$ cat src/rtl/flash_seq_pkg.sv
package flash_seq_pkg;

  typedef enum logic [3:0] {
    S_IDLE, S_PGM, S_PROT, S_DUMMY, S_NVS, S_PGS, S_BYTE, S_PROG, S_NVH, S_RCV
  } seqState_t;

  typedef enum logic [2:0] {
    W_NVS, W_PGS, W_PROG, W_NVH, W_RCV
  } waitSel_t;

  typedef struct packed {
    logic     latch;
    logic     setPgm;
    logic     clrPgm;
    logic     setHv;
    logic     clrHv;
    logic     protRd;
    logic     wrDummy;
    logic     wrByte;
    logic     loadWait;
    waitSel_t waitSel;
    logic     setErr;
    logic     finish;
  } seqStrobe_t;

  typedef struct packed {
    logic timerDone;
    logic hvOver;
    logic gapOver;
    logic rowDone;
  } seqStatus_t;

endpackage

$ cat src/rtl/flash_seq_ctrl.sv
module flash_seq_ctrl
  import flash_seq_pkg::*;
(
  input  logic       clk,
  input  logic       rstN,
  input  logic       startReq,
  input  logic       inValid,
  input  seqStatus_t stat,
  output seqStrobe_t stb,
  output logic       busy,
  output logic       inReady
);

  seqState_t state, nextState;

  always_ff @(posedge clk or negedge rstN) begin
    if (!rstN) state <= S_IDLE;
    else       state <= nextState;
  end

  always_comb begin
    nextState = state;
    stb       = '0;
    inReady   = 1'b0;
    unique case (state)
      S_IDLE: if (startReq) begin
        stb.latch = 1'b1;
        nextState = S_PGM;
      end
      S_PGM: begin
        stb.setPgm = 1'b1;
        nextState  = S_PROT;
      end
      S_PROT: begin
        stb.protRd = 1'b1;
        nextState  = S_DUMMY;
      end
      S_DUMMY: begin
        stb.wrDummy  = 1'b1;
        stb.loadWait = 1'b1;
        stb.waitSel  = W_NVS;
        nextState    = S_NVS;
      end
      S_NVS: if (stat.timerDone) begin
        stb.setHv    = 1'b1;
        stb.loadWait = 1'b1;
        stb.waitSel  = W_PGS;
        nextState    = S_PGS;
      end
      S_PGS: if (stat.timerDone) nextState = S_BYTE;
      S_BYTE: begin
        inReady = !stat.hvOver;
        if (stat.hvOver || (!inValid && stat.gapOver)) begin
          stb.clrPgm   = 1'b1;
          stb.setErr   = 1'b1;
          stb.loadWait = 1'b1;
          stb.waitSel  = W_NVH;
          nextState    = S_NVH;
        end else if (inValid) begin
          stb.wrByte   = 1'b1;
          stb.loadWait = 1'b1;
          stb.waitSel  = W_PROG;
          nextState    = S_PROG;
        end
      end
      S_PROG: if (stat.timerDone) begin
        if (stat.rowDone) begin
          stb.clrPgm   = 1'b1;
          stb.loadWait = 1'b1;
          stb.waitSel  = W_NVH;
          nextState    = S_NVH;
        end else begin
          nextState = S_BYTE;
        end
      end
      S_NVH: if (stat.timerDone) begin
        stb.clrHv    = 1'b1;
        stb.loadWait = 1'b1;
        stb.waitSel  = W_RCV;
        nextState    = S_RCV;
      end
      S_RCV: if (stat.timerDone) begin
        stb.finish = 1'b1;
        nextState  = S_IDLE;
      end
      default: nextState = S_IDLE;
    endcase
  end

  assign busy = (state != S_IDLE);

endmodule

$ cat src/rtl/flash_seq_dp.sv
module flash_seq_dp
  import flash_seq_pkg::*;
#(
  parameter int ADDR_W       = 16,
  parameter int DATA_W       = 8,
  parameter int ROW_BYTES    = 32,
  parameter int NVS_CYC      = 80,
  parameter int PGS_CYC      = 40,
  parameter int PROG_CYC     = 240,
  parameter int PROG_MAX_CYC = 320,
  parameter int NVH_CYC      = 40,
  parameter int RCV_CYC      = 8,
  parameter int HV_MAX_CYC   = 32000
)(
  input  logic              clk,
  input  logic              rstN,
  input  seqStrobe_t        stb,
  input  logic [ADDR_W-1:0] rowBase,
  input  logic [DATA_W-1:0] inData,
  input  logic              inLast,
  output seqStatus_t        stat,
  output logic              pgmEn,
  output logic              hvEn,
  output logic              protRd,
  output logic              flashWe,
  output logic [ADDR_W-1:0] flashAddr,
  output logic [DATA_W-1:0] flashData,
  output logic              done,
  output logic              err
);

  localparam int OFS_W     = (ROW_BYTES > 1) ? $clog2(ROW_BYTES) : 1;
  localparam int HI_W      = ADDR_W - OFS_W;
  localparam int WAIT_A    = (NVS_CYC > PGS_CYC) ? NVS_CYC : PGS_CYC;
  localparam int WAIT_B    = (PROG_CYC > NVH_CYC) ? PROG_CYC : NVH_CYC;
  localparam int WAIT_C    = (WAIT_A > WAIT_B) ? WAIT_A : WAIT_B;
  localparam int WAIT_MAX  = (WAIT_C > RCV_CYC) ? WAIT_C : RCV_CYC;
  localparam int TMR_W     = $clog2(WAIT_MAX + 1);
  localparam int GAP_W     = $clog2(PROG_MAX_CYC + 1);
  localparam int HV_W      = $clog2(HV_MAX_CYC + 1) + 1;
  localparam int HV_BUDGET = HV_MAX_CYC - PROG_MAX_CYC - NVH_CYC - 1;
  localparam int GAP_LIM   = PROG_MAX_CYC - 1;

  logic [TMR_W-1:0] timer, waitLoad;
  logic [GAP_W-1:0] gapCnt;
  logic [HV_W-1:0]  hvAcc;
  logic [OFS_W-1:0] ofs;
  logic [HI_W-1:0]  baseHi;
  logic             rowDone, errFlag;

  always_comb begin
    unique case (stb.waitSel)
      W_NVS:   waitLoad = TMR_W'(NVS_CYC - 1);
      W_PGS:   waitLoad = TMR_W'(PGS_CYC - 1);
      W_PROG:  waitLoad = TMR_W'(PROG_CYC - 1);
      W_NVH:   waitLoad = TMR_W'(NVH_CYC - 1);
      default: waitLoad = TMR_W'(RCV_CYC - 1);
    endcase
  end

  // wait timer
  always_ff @(posedge clk or negedge rstN) begin
    if (!rstN)             timer <= '0;
    else if (stb.loadWait) timer <= waitLoad;
    else if (timer != '0)  timer <= timer - 1'b1;
  end

  // gap since the last write or since high voltage came on
  always_ff @(posedge clk or negedge rstN) begin
    if (!rstN)                          gapCnt <= '0;
    else if (stb.wrByte || stb.setHv)   gapCnt <= '0;
    else if (gapCnt != GAP_W'(PROG_MAX_CYC)) gapCnt <= gapCnt + 1'b1;
  end

  // high-voltage time spent on this row
  always_ff @(posedge clk or negedge rstN) begin
    if (!rstN)                    hvAcc <= '0;
    else if (stb.wrDummy)         hvAcc <= '0;
    else if (hvAcc != '1)         hvAcc <= hvAcc + 1'b1;
  end

  // row address, offset and end-of-row tracking
  always_ff @(posedge clk or negedge rstN) begin
    if (!rstN) begin
      baseHi  <= '0;
      ofs     <= '0;
      rowDone <= 1'b0;
      errFlag <= 1'b0;
    end else begin
      if (stb.latch) begin
        baseHi  <= rowBase[ADDR_W-1:OFS_W];
        errFlag <= 1'b0;
      end
      if (stb.wrDummy) begin
        ofs     <= '0;
        rowDone <= 1'b0;
      end
      if (stb.wrByte) begin
        ofs     <= ofs + 1'b1;
        rowDone <= inLast || (ofs == OFS_W'(ROW_BYTES - 1));
      end
      if (stb.setErr) errFlag <= 1'b1;
    end
  end

  // registered array controls
  always_ff @(posedge clk or negedge rstN) begin
    if (!rstN) begin
      pgmEn     <= 1'b0;
      hvEn      <= 1'b0;
      protRd    <= 1'b0;
      flashWe   <= 1'b0;
      flashAddr <= '0;
      flashData <= '0;
      done      <= 1'b0;
      err       <= 1'b0;
    end else begin
      if (stb.setPgm)      pgmEn <= 1'b1;
      else if (stb.clrPgm) pgmEn <= 1'b0;
      if (stb.setHv)       hvEn  <= 1'b1;
      else if (stb.clrHv)  hvEn  <= 1'b0;
      protRd  <= stb.protRd;
      flashWe <= stb.wrDummy || stb.wrByte;
      if (stb.wrDummy) begin
        flashAddr <= {baseHi, OFS_W'(0)};
        flashData <= '0;
      end else if (stb.wrByte) begin
        flashAddr <= {baseHi, ofs};
        flashData <= inData;
      end
      done <= stb.finish;
      err  <= stb.finish && errFlag;
    end
  end

  assign stat.timerDone = (timer == '0);
  assign stat.gapOver   = (gapCnt >= GAP_W'(GAP_LIM));
  assign stat.hvOver    = (hvAcc > HV_W'(HV_BUDGET));
  assign stat.rowDone   = rowDone;

endmodule

$ cat src/rtl/flashRowSeq.sv
module flashRowSeq
  import flash_seq_pkg::*;
#(
  parameter int CYC_PER_US  = 8,
  parameter int ADDR_W      = 16,
  parameter int DATA_W      = 8,
  parameter int ROW_BYTES   = 32,
  parameter int NVS_US      = 10,
  parameter int PGS_US      = 5,
  parameter int PROG_US     = 30,
  parameter int PROG_MAX_US = 40,
  parameter int NVH_US      = 5,
  parameter int RCV_US      = 1,
  parameter int HV_MAX_US   = 4000
)(
  input  logic              clk,
  input  logic              rstN,
  input  logic              startReq,
  input  logic [ADDR_W-1:0] rowBase,
  input  logic              inValid,
  input  logic [DATA_W-1:0] inData,
  input  logic              inLast,
  output logic              inReady,
  output logic              pgmEn,
  output logic              hvEn,
  output logic              protRd,
  output logic              flashWe,
  output logic [ADDR_W-1:0] flashAddr,
  output logic [DATA_W-1:0] flashData,
  output logic              busy,
  output logic              done,
  output logic              err
);

  localparam int NVS_CYC      = NVS_US * CYC_PER_US;
  localparam int PGS_CYC      = PGS_US * CYC_PER_US;
  localparam int PROG_CYC     = PROG_US * CYC_PER_US;
  localparam int PROG_MAX_CYC = PROG_MAX_US * CYC_PER_US;
  localparam int NVH_CYC      = NVH_US * CYC_PER_US;
  localparam int RCV_CYC      = RCV_US * CYC_PER_US;
  localparam int HV_MAX_CYC   = HV_MAX_US * CYC_PER_US;

  seqStrobe_t stb;
  seqStatus_t stat;

  flash_seq_ctrl u_ctrl (
    .clk(clk), .rstN(rstN), .startReq(startReq), .inValid(inValid),
    .stat(stat), .stb(stb), .busy(busy), .inReady(inReady)
  );

  flash_seq_dp #(
    .ADDR_W(ADDR_W), .DATA_W(DATA_W), .ROW_BYTES(ROW_BYTES),
    .NVS_CYC(NVS_CYC), .PGS_CYC(PGS_CYC), .PROG_CYC(PROG_CYC),
    .PROG_MAX_CYC(PROG_MAX_CYC), .NVH_CYC(NVH_CYC), .RCV_CYC(RCV_CYC),
    .HV_MAX_CYC(HV_MAX_CYC)
  ) u_dp (
    .clk(clk), .rstN(rstN), .stb(stb), .rowBase(rowBase), .inData(inData),
    .inLast(inLast), .stat(stat), .pgmEn(pgmEn), .hvEn(hvEn), .protRd(protRd),
    .flashWe(flashWe), .flashAddr(flashAddr), .flashData(flashData),
    .done(done), .err(err)
  );

endmodule

$ cat config.mk
export PLATFORM = sky130hd
export DESIGN_NAME = flashRowSeq
export DESIGN_NICKNAME = d
export VERILOG_FILES = /design/src/rtl/flash_seq_pkg.sv /design/src/rtl/flash_seq_ctrl.sv /design/src/rtl/flash_seq_dp.sv /design/src/rtl/flashRowSeq.sv
export SDC_FILE = /design/constraint.sdc
export NUM_CORES = 1
export LEC_CHECK = 0
export BUFFER_PORTS_ARGS = -buffer_cell sky130_fd_sc_hd__buf_2
export CAP_MARGIN = 40
export CELL_PAD_IN_SITES_DETAIL_PLACEMENT = 0
export CELL_PAD_IN_SITES_GLOBAL_PLACEMENT = 1
export CORE_MARGIN = 5
export CORE_UTILIZATION = 30
export CTS_CLUSTER_DIAMETER = 120
export DETAILED_ROUTE_END_ITERATION = 7
export PLACE_DENSITY_LB_ADDON = 0.1
export SETUP_SLACK_MARGIN = 0.3
export SLEW_MARGIN = 15
export SYNTH_ARGS = -nofsm -noshare
export SYNTH_HDL_FRONTEND = slang
export SYNTH_SLANG_ARGS = --single-unit
$ cat constraint.sdc
create_clock -name clk -period 4.23 [get_ports clk]
set_input_delay 0.846 -clock clk [delete_from_list [all_inputs] [get_ports clk]]
set_output_delay 0.846 -clock clk [all_outputs]
set_load 0.02 [all_outputs]
==> After elaboration in Yosys (flattened, before gate mapping) <==
Cells that the tools add are included.
Widths: inputs -> output; s select.
{ "op_classes": {"mux": 55, "reduce_logical": 22, "n_lt_le_gt_ge": 2, "n_addsub": 4, "n_eq_ne": 22} }
{ "op_table": {"columns": ["cell", "count"], "rows": [
  ["$mux 16", 4],
  ["$mux 4", 14],
  ["$pmux 4 s10", 1],
  ["$mux 8", 4],
  ["$mux 1", 24],
  ["$pmux 8 s3", 1],
  ["$pmux 4 s5", 1],
  ["$mux 9", 2],
  ["$add 16x1->16 const B", 1],
  ["$eq 4x3->1 const B", 4],
  ["$gt 16x15->1 const B", 1],
  ["$ne 16x16->1 const B", 1],
  ["$mux 5", 3],
  ["$reduce_bool 2->1", 7],
  ["$ne 2x2->1 const B", 6],
  ["$add 9x1->9 const B", 1],
  ["$ge 9x9->1 const B", 1],
  ["$ne 9x9->1 const B", 1],
  ["$eq 4x2->1 const B", 2],
  ["$eq 4x4->1 const B", 2],
  ["$logic_not 8->1", 1],
  ["$reduce_bool 8->1", 1],
  ["$sub 8x1->8 const B", 1],
  ["$reduce_and 7->1", 1],
  ["other kinds (14)", 20]
]} }
{ "word_totals": {"out_inout_bits": 32, "in_bits": 29, "regBits": 85} }

==> Depth between registers and ports, before layout <==
{ "logic_depth": {"word_depth": 9, "depth_mapped": 8, "ltp_nobuf": 7} }

==> Modules after synthesis <==
A second synthesis with hierarchy kept.
{ "unflattened": {"cells_unflattened": 398, "hier_area_um2": 4240.3} }
{ "by_module_without_submodules": {"columns": ["mod", "seq_area_each_um2", "area_each_um2", "instances", "cells_per_inst"], "rows": [
  ["flash_seq_dp", 2026.9, 3711.1, 1, 331],
  ["flash_seq_ctrl", 100.1, 529.3, 1, 67]
]} }

==> Least setup slack after synthesis <==
No wires, ideal clock.
{ "synth_path": {"path_kind": "register to output", "startpoint": "register u_dp.hvAcc[0]", "endpoint": "output port inReady", "path_buffers": 0, "stages_incl_launch_ff": 6, "path_slack_ps": 1648, "arrival_time_ps": 1736, "t_required_ps": 3384, "cell_sequence": "dfrtp_1 ha_1 a21o_1 a221o_1 o21a_1 a21oi_1"} }
{ "synth_between": {"elab_chain_cells": 3} }
{ "synth_lines": {"columns": ["item", "line", "rtl"], "rows": [
  ["from (decl)", "flash_seq_dp.sv:46", "logic [HV_W-1:0] hvAcc;"],
  ["from (signal assigned)", "flash_seq_dp.sv:79", "else if (hvAcc != '1) hvAcc <= hvAcc + 1'b1;"],
  ["$gt 16x15->1", "flash_seq_dp.sv:138", "assign stat.hvOver = (hvAcc > HV_W'(HV_BUDGET));"],
  ["$logic_not 1->1", "flash_seq_ctrl.sv:52", "inReady = !stat.hvOver;"],
  ["$mux 1", "flash_seq_ctrl.sv:25", "unique case (state)"],
  ["to (decl)", "flashRowSeq.sv:23", "output logic inReady,"]
]} }
No other way between the ends.

==> Worst setup path in the final report <==
Ends and elaborated chain as after synthesis.

==> results.md <==
* Setup CP Type: reg2out
* Most used standard cell by instance count after synthesis: dfrtp_1
* Critical path endpoint category: output pin
* WL/cell at 15.26 um
* Total of warnings raised by yosys at 0
* Final routed DRC violation total at 0
* Total gr overflow at 0
* Average via count per standard cell at about 5
* Port buffer count at 55
* Synth area leaders: dfrtp_1, mux2_2, nand2_1
* R2R setup slack at around 1.5 ns
* Number of buffers created by CTS at 9
* Setup-violating endpoint count in the final report at 0
* Synthesized netlist cell count at around 400
* Cell Area, Synth at around 4000 um^2
* Net Count, Synth at 436
* DRT antenna net count at 0
* Share of cells above drive strength 1 at between 20% and 30%
* Time the worst path needs with I/O delays and setup at around 3.1 ns
* Setup repair after global routing missed its margin: false
* # diodes at 0
* Via count of the routed design at roughly 3100
* Root buf cell: clkbuf_16
* Initial antenna violation count at 1
* Number of cells on the worst reg-to-reg path at 8
* Floorplan row count at 42
* Tightest Pin Transition at slightly above 0.8 ns
* Clock slew at reported path FFs at around 0.070 ns
* Proportion of register bits with asynchronous set or reset after synthesis at 100.0%
* Die area at between 15000 and 20000 um^2
* Crit path launch: u_dp.hvAcc[0]
* DPL Wire Length at 6714 um
* Pin count of the biggest net entering global routing at 55
* Clock tree from TritonCTS: done
* Cell area power density at roughly 700 nW/um^2
* First-pass detailed-route iteration total at 4
* Count of pins over their slew limit at 0
* Io pins at between 60 and 70
* Bufs on Longest Clock Path at 2
* Final clock period utilization by the worst path at 74.36%
* Leakage Power at around 0.0023 uW
* Vias in the first global route at roughly 3200
* WP data arrival at 2.30 ns
* Worst-path fanout max at 5
* Post-layout total power at between 3000 and 4000 uW
* First-pass GRT wire length at approximately 17000 um
* Share of the synthesized area in the top cell type at 51.83%
* Worst min path class: in2async
* Register area share after synthesis at approximately half
* Nets@finish at 490
* Clock Sink Count at 85
* Number of hold violations in the final report at 0
* Routed wire length at 9703 um
* Crit start category: flip-flop
* Core footprint at 13350 um^2
* Total routing resource utilization after global routing at ~13%
* Most area-hungry cell type in the Yosys netlist: dfrtp_1
* H-tree level count at 3
* Number of setup buffers added after CTS at 0
* Reg2reg end: u_dp.flashAddr[10]
* Top_reg_cell synth: dfrtp_1
* Clock Latency Late Sink at roughly 0.34 ns
* VDD IR-drop max at roughly 0.2 mV
* Number of max-cap violations at 0
* Starting density of the core at between 30% and 40%
* Termination of the worst setup path: inReady
* FMAX at about 0.32 GHz
* Number of inserted filler cells in the final layout at around 1400
* Number of different library cells in the post-synthesis netlist at between 50 and 60
* PostCTS Resize Cnt at 0
* Avg Cell Area, Syn at between 10 and 15 um^2
* Relative slew slack at between 40% and 50%
* Launch instance of the worst register-to-register path: u_dp.hvAcc[0]
* Hold_buf cts at 0
* Number of DRC markers after the initial detailed-route iteration at around 180
* Signed area change from the synthesized netlist to the final layout at 19.91%
* Setup TNS Final at 0 ns
* Number of flops mapped to enable cells by yosys at 0
* Overall die width at approximately 130 um
* Clk_skew at just under 0.006 ns
* Status: finished clean
* Most numerous cell types in the synthesized netlist: dfrtp_1, nand2_1, nor2_1, a21oi_1
* Placer Congestion at between 0.7 and 0.8
* Vert. Die Dim at 127.0 um
* Data required, critical path at ~3.4 ns
* Total of flip-flops plus latches after synthesis at between 80 and 90
-- cell usage in the layout, fill, tap and decap left out, types with 4 or more instances in the layout --
cell type  Yosys  final
o21ai_0       10     10
mux2_2        20     20
ha_1           6      6
a31oi_1        4      4
xor2_1        15     15
clkbuf_16      0      9
nor3b_1        4      4
or3_1          5      5
buf_2          3     54
a21oi_1       26     26
nand2_1       54     54
xnor2_1        6      6
nand3_1       20     20
and3_1         8      8
nand4_1       11     11
nor2_1        34     34
nor3_1        10      9
a21o_1         4      4
and2_1         4      4
dfrtp_1       85     85
mux2_4         5      5
inv_1         10     10
-- area by class of cell --
cell class                 count  area (um^2)  area share [%]
inverter                      10        37.54          0.7628
clock inverter                 6        92.59           1.882
timing repair buffer          59        331.6           6.738
clock buffer                  10        239.0           4.856
sequential                    85         2127           43.22
tap                          176        220.2           4.475
multi-input combinational    290         1873           38.06
-- where the power goes --
group,leakage (uW),switching (uW),internal [uW]
clock network,0.000156,345,538
logic,0.00102,673,540
registers,0.00108,259,1090
total,0.00226,1280,2160
-- worst min-delay path by stage --
stage / cells after the start / startpoint / endpoint / slack, ns
6_report: 1 / rstN / u_dp.hvEn / 0.37
5_1_grt: 1 / rstN / u_dp.gapCnt[4] / 0.38
4_1_cts: 1 / rstN / u_dp.hvEn / 0.37
3_5_place_dp: 1 / u_dp.errFlag / u_dp.errFlag / 0.46
3_3_place_gp: 1 / u_dp.errFlag / u_dp.errFlag / 0.46
2_1_floorplan: 1 / u_dp.errFlag / u_dp.errFlag / 0.44
-- per-layer routing --
metal	global-route usage [%]	share of wire, %	wire (um)
met5	0	0.13	13
met4	5.678	1.9	184
met2	19.21	46	4447
met3	3.153	3.7	356
met1	17.51	48	4701
-- logic make-up (layout without fill, tap and decap cells) --
logic type               Yosys count  after routing  synth area share (%)
AND/OR/NAND/NOR                  169            169                 20.64
flip-flops                        85             85                 51.83
AO/OA/AOI/OAI                     66             66                 10.52
multiplexers                      27             27                 7.805
buffers and inverters             26             85                 2.652
XOR/XNOR                          21             21                 4.482
adder cells (fa/ha/maj)            7              7                 2.073
-- worst max-delay path, cell delays in order, from the launching register on --
cell,delay (ns)
dfrtp_1,0.41
ha_1,0.28
a21o_1,0.20
a221o_1,0.34
o21a_1,0.19
a21oi_1,0.30
buf_2,0.24
-- flip-flops by register name, summed over array words and instances, names as in the netlist --
name	flops
u_dp.protRd	1
u_dp.flashData	8
u_dp.ofs	5
u_ctrl.state	4
u_dp.hvAcc	16
u_dp.done	1
u_dp.gapCnt	9
u_dp.timer	8
u_dp.errFlag	1
u_dp.pgmEn	1
u_dp.hvEn	1
u_dp.rowDone	1
u_dp.err	1
u_dp.baseHi	11
u_dp.flashAddr	16
u_dp.flashWe	1
-- metrics by stage --
step	hold WS (ns)	std cells	area, um^2	util, %	worst slack (ns)
after floorplan	0.4412	401	4104	-	1.648
after global placement	0.4555	618	4551	34.09	1.471
after detailed placement	0.4583	620	4589	34.38	1.440
after CTS	0.3672	636	4921	36.87	1.058
after global routing	0.3787	636	4921	36.87	0.9566
final	0.3674	636	4921	36.87	1.084
(Power assumes the default switching activity.)
